File: config.mk
export PLATFORM = sky130hd
export DESIGN_NAME = can_cfg_regs
export DESIGN_NICKNAME = d
export VERILOG_FILES = /design/src/rtl/can_cfg_regs.sv
export SDC_FILE = /design/constraint.sdc
export NUM_CORES = 1
export LEC_CHECK = 0
export ABC_AREA = 1
export CAP_MARGIN = 20
export CORE_ASPECT_RATIO = 0.75
export CORE_MARGIN = 5
export CORE_UTILIZATION = 40
export DETAILED_ROUTE_END_ITERATION = 16
export DONT_BUFFER_PORTS = 1
export GPL_TIMING_DRIVEN = 0
export SLEW_MARGIN = 20
export SYNTH_ARGS = -nofsm -noshare
export SYNTH_HDL_FRONTEND = slang
export SYNTH_SLANG_ARGS = --single-unit
File: constraint.sdc
create_clock -name clk -period 1.5 [get_ports clk]
set_input_delay 0.15 -clock clk [delete_from_list [all_inputs] [get_ports clk]]
set_output_delay 0.15 -clock clk [all_outputs]
set_load 0.005 [all_outputs]
File: src/rtl/can_cfg_regs.sv
module can_cfg_regs #(
  parameter int W = 8,
  parameter int AW = 2,
  parameter logic [W-1:0] CTRL_RST = 8'h07
) (
  input  logic          clk,
  input  logic          rst_n,
  input  logic          reg_wr,
  input  logic [AW-1:0] reg_addr,
  input  logic [W-1:0]  reg_wdata,
  output logic [W-1:0]  reg_rdata,
  input  logic          rx_inc,
  input  logic          rx_dec,
  input  logic          tx_inc,
  input  logic          tx_dec,
  input  logic          cnt_clr,
  output logic          eng_en,
  output logic          tx_force_rec,
  output logic [W-1:0]  rx_err_cnt,
  output logic [W-1:0]  tx_err_cnt
);
  localparam logic [AW-1:0] A_CTRL = AW'(0);
  localparam logic [AW-1:0] A_TXE  = AW'(1);
  localparam logic [AW-1:0] A_RXE  = AW'(2);
  localparam logic [W-1:0]  MAXV   = {W{1'b1}};

  logic [W-1:0] ctrl, rx_q, tx_q;
  logic hold, wr_ctrl, wr_txe;

  assign hold    = ctrl[0];
  assign wr_ctrl = reg_wr && reg_addr == A_CTRL;
  assign wr_txe  = reg_wr && reg_addr == A_TXE;

  assign eng_en       = !hold;
  assign tx_force_rec = hold;
  assign rx_err_cnt   = rx_q;
  assign tx_err_cnt   = tx_q;

  function automatic logic [W-1:0] step_cnt(input logic [W-1:0] c,
                                            input logic up, input logic dn,
                                            input logic clr);
    if (clr) return '0;
    if (up && !dn && c != MAXV) return c + 1'b1;
    if (dn && !up && c != '0) return c - 1'b1;
    return c;
  endfunction

  always_ff @(posedge clk or negedge rst_n) begin
    if (!rst_n) begin
      ctrl <= CTRL_RST;
      rx_q <= '0;
      tx_q <= '0;
    end else begin
      if (wr_ctrl) ctrl <= reg_wdata;
      if (hold) begin
        if (wr_txe) begin
          rx_q <= reg_wdata;
          tx_q <= reg_wdata;
        end
      end else begin
        rx_q <= step_cnt(rx_q, rx_inc, rx_dec, cnt_clr);
        tx_q <= step_cnt(tx_q, tx_inc, tx_dec, cnt_clr);
      end
    end
  end

  always_comb begin
    case (reg_addr)
      A_CTRL:  reg_rdata = ctrl;
      A_TXE:   reg_rdata = tx_q;
      A_RXE:   reg_rdata = rx_q;
      default: reg_rdata = '0;
    endcase
  end


  a_r2_enable_follows_write: assert property (@(posedge clk) disable iff (!rst_n)
    wr_ctrl |=> (eng_en == !$past(reg_wdata[0])) && (tx_force_rec == $past(reg_wdata[0])));


  a_r5_common_load: assert property (@(posedge clk) disable iff (!rst_n)
    (hold && wr_txe) |=> (rx_err_cnt == $past(reg_wdata)) && (tx_err_cnt == $past(reg_wdata)));


  a_r7_frozen_in_hold: assert property (@(posedge clk) disable iff (!rst_n)
    (hold && !wr_txe) |=> $stable(rx_err_cnt) && $stable(tx_err_cnt));


  a_r6_load_ignored: assert property (@(posedge clk) disable iff (!rst_n)
    (!hold && wr_txe && !rx_inc && !rx_dec && !tx_inc && !tx_dec && !cnt_clr)
      |=> $stable(rx_err_cnt) && $stable(tx_err_cnt));


  a_r8_no_overflow: assert property (@(posedge clk) disable iff (!rst_n)
    (!hold && tx_inc && !tx_dec && !cnt_clr && tx_err_cnt == MAXV) |=> tx_err_cnt == MAXV);


  a_r8_no_underflow: assert property (@(posedge clk) disable iff (!rst_n)
    (!hold && rx_dec && !rx_inc && rx_err_cnt == '0) |=> rx_err_cnt == '0);


  a_r9_clear_wins: assert property (@(posedge clk) disable iff (!rst_n)
    (!hold && cnt_clr) |=> (rx_err_cnt == '0) && (tx_err_cnt == '0));
endmodule

==> summary.md <==
| Metric | Value |
|---|---|
| Dpl hpwl | `5156 um` |
| Post-layout util | `0.5336` |
| EDFF count, synth | `0` |
| Largest family of logic cells by synthesized area | `simple AND/OR/NAND/NOR gates` |
| Yosys cell types | `29` |
| R2R Path End | `tx_err_cnt[2]` |
| Non-Filler Instances | `442` |
| Crit. path cell count | `11` |
| Clock sinks | `24` |
| Final RePlAce weighted congestion | `0.8839` |
| CTS tree | `yes` |
| Power Density | `1370 nW/um^2` |
| Post-Syn Area | `2233 sq um` |
| Die W | `96.28 um` |
| Initial Utilization | `0.4150` |
| Fin crit share | `1.073` |
| Layout area overhead | `28.57%` |
| Area share of the largest cell type after synthesis | `0.2353` |
| Crit-path most repeated cell | `nand2_1` |
| Ant diodes | `0` |
| Sequential element share of the synthesized area | `0.2706` |
| Net Sw Power | `1843 uW` |
| Met3 Use GR | `0.06693` |
| CP max-delay cell | `dfrtp_2` |
| Measured slew at the worst slew-check pin | `0.3952 ns` |
| Flop2flop setup slack | `-0.11 ns` |
| Internal power | `2090 uW` |
| Largest net degree at the start of global routing | `25` |
| R2R cell count | `11` |
| Count of final setup violators | `17` |
| Mux cell area share after synthesis | `0.03529` |
| WS Path Type | `flop to flop` |
| Buffers & Inverters on Critical Path | `1` |
| PortBufs | `0` |
| Mapped Avg Cell Area | `6.608 sq um` |
| Core area | `5381 sq um` |
| Antenna-violating nets left | `0` |
| Compound-Gate Fraction of Synth Area | `0.1059` |
| Total track usage | `0.2079` |
| Clk root buf | `clkbuf_8` |
| Drt pass-1 iters | `4` |
| Initial antenna violation count | `0` |
| Placed Instances | `413` |
| DR iter-0 viols | `166` |
| Clock latency at the later pin of the worst-skew pair | `0.28 ns` |
| Setup TNS | `-1.195 ns` |
| Worst EP arrival | `1.79 ns` |
| Cell family with most CP delay | `simple AND/OR/NAND/NOR gates` |
| First-pass GRT wire length | `11480 um` |
| CP Capture Type | `flop` |
| Fillers | `536` |
| Leak | `0.001340 uW` |
| # rows | `23` |
| Synth Flop Type | `dfrtp_1` |
| CP cell instances | `inv_2 > ha_4 > nand3_4 > nor2_1 > nor2_2 > nand2_1 > nand2_1 > nand3_1 > nand2_1 > nand2_1 > nand2_1` |
| Fin. Hold Viols | `0` |
| Max Buffers Root-to-Sink | `2` |
| Crit path to | `tx_err_cnt[2]` |
| GR Overflow Total | `0` |
| RSZ-0062 raised after global routing | `yes` |
| Residual DRC | `0` |
| Max-slew violations | `0` |
| Synth cell count leaders | `nand2_1, nor2_1, inv_1` |
| Met2 GRT Util | `0.3137` |
| Yosys Warn Count | `0` |
| Status | `finished with violations` |
| Post-Synthesis Cells | `338` |
| Critical Path Max Stage Delay | `0.50 ns` |
| Most common cell in the synthesized netlist | `nand2_1` |
| Routed WL per cell | `16.27 um` |
| Fmax | `621.1 MHz` |
| Max FO, Critical Path | `6` |
| Placement Setup Slack | `-0.3110 ns` |
| Die area | `7193 sq um` |
| DR vias | `2306` |
| CTS Buf Count | `3` |
| Fin crit period | `1.610 ns` |
| Max VDD drop | `759.2 uV` |
| Synth Register Bits | `24` |
| Reg power frac | `0.284` |
| Clk network pwr share | `0.150` |
| GR Util met1 | `0.2921` |
| Failing checks | `negative setup slack` |
| Layout Nets | `392` |
| Final WS setup | `-0.1100 ns` |
| Htree depth | `1` |
| Max_slew headroom | `0.7362` |
| Post-Synth Adder-Cell Area | `0.03361` |
| CP Launch Type | `flop` |
| R2r startpoint | `tx_err_cnt[1]` |
| Wire length after detailed routing | `7193 um` |
| Share of cells above drive strength 1 | `0.3406` |
| Grt peak-use layer | `met2` |
| Fin Clk Skew | `0.004137 ns` |
| Vias in the first global route | `2188` |
| Clock transition at path regs | `0.09 ns` |
| Worst Setup SP | `tx_err_cnt[1]` |
| Combinational Power Share | `0.566` |
| Largest cells by area after synthesis | `dfrtp_1, nand2_1, nor2_1` |
| Via density | `5.217` |
| Critical path required time | `1.68 ns` |
| Synth async-reset ratio | `1.000` |
| Syn nets | `362` |
| HP Class | `input pin to flop` |
| I/O pin total | `44` |
| Synth Area in Simple Gates | `0.4151` |
| Final Power | `3933 uW` |
| Leading area contributor after synthesis | `dfrtp_1` |
| Switching Share | `0.4686` |
| Max cap viols | `0` |
| DIE HEIGHT | `74.71 um` |
| Xor and xnor area share after synthesis | `0.03137` |
[placed cells by master (no fill, tap or decap), types with 2 or more instances in the layout]
cell and n:
nand2_1 98, inv_1 28, nor2_1 27, nand3_1 27, buf_4 21, nor2_2 16
dfrtp_1 15, nand2_2 12, inv_2 10, a21oi_1 10, nor2_4 9, o21ai_0 9
xor2_1 8, buf_6 7, o221ai_1 7, mux2_2 7, dfrtp_2 6, o21ai_1 5
ha_4 5, nand3_4 4, nand4_1 4, inv_4 3, nand2_4 3, inv_8 3
clkbuf_8 3, dfstp_2 3, nand2_8 2, a21oi_2 2, o21ai_2 2, dlygate4sd3_1 2
[worst min-delay path by stage]
stage | startpoint | endpoint | depth (start not counted)
after floorplan | rst_n | ctrl[3] | 0
after global placement | rst_n | tx_err_cnt[6] | 0
after detailed placement | rst_n | tx_err_cnt[7] | 0
final | reg_wdata[3] | ctrl[3] | 1
after global routing | reg_wdata[3] | ctrl[3] | 1
after CTS | reg_wdata[3] | ctrl[3] | 1
[per-stage QoR]
stage	cell area [sq um]	hold WS (ns)
floorplan	2233	-0.1456
global placement	2327	-0.1444
detailed placement	2327	-0.1445
CTS	2765	0.009588
global route	2872	0.002438
finish	2872	0.01437
[logic make-up after synthesis]
family          after synthesis
simple gates                203
buf+inv                      52
compound gates               38
flops                        24
xor+xnor                      8
mux                           7
fa+ha+maj                     6
[area by class of cell]
type | count | area [sq um] | share of cell area
repair inverters | 2 | 17.52 | 0.006100
plain buffers | 10 | 85.08 | 0.02963
clock buffers | 3 | 41.29 | 0.01438
multi-input cells | 262 | 1613 | 0.5617
flip-flops and latches | 24 | 611.8 | 0.2131
inverters | 42 | 177.7 | 0.06187
well taps | 75 | 93.84 | 0.03268
clock inverters | 1 | 30.03 | 0.01046
repair buffers | 23 | 201.4 | 0.07015
[power by group through the flow]
stage | Clock [uW] | Sequential (uW) | Combinational [uW]
floorplan | 0 | 1010 | 1330
global placement | 0 | 1080 | 1640
detailed placement | 0 | 1090 | 1660
CTS | 602 | 1110 | 2040
global route | 628 | 1150 | 2460
finish | 589 | 1120 | 2230
[state kept, by name, summed over array words and instances, names as in the netlist]
| register | count |
|---|---|
| rx_err_cnt | 8 |
| tx_err_cnt | 8 |
| ctrl | 8 |
[metal layers]
metal / wire, um / up-vias
li1: - / 1142
met1: 3285 / 1053
met2: 3065 / 96
met3: 713 / 15
met4: 128 / 0
met5: 0 / -
[repair_timing]
action	CTS	global route
hold endpoints to repair	25	0
buffers inserted	16	4
setup endpoints to repair	18	19
gates resized for setup	55	24
cloned	2	0
pin swaps	20	10
hold buffers	3	0
Note: power is estimated with default switching activity, not from simulation.
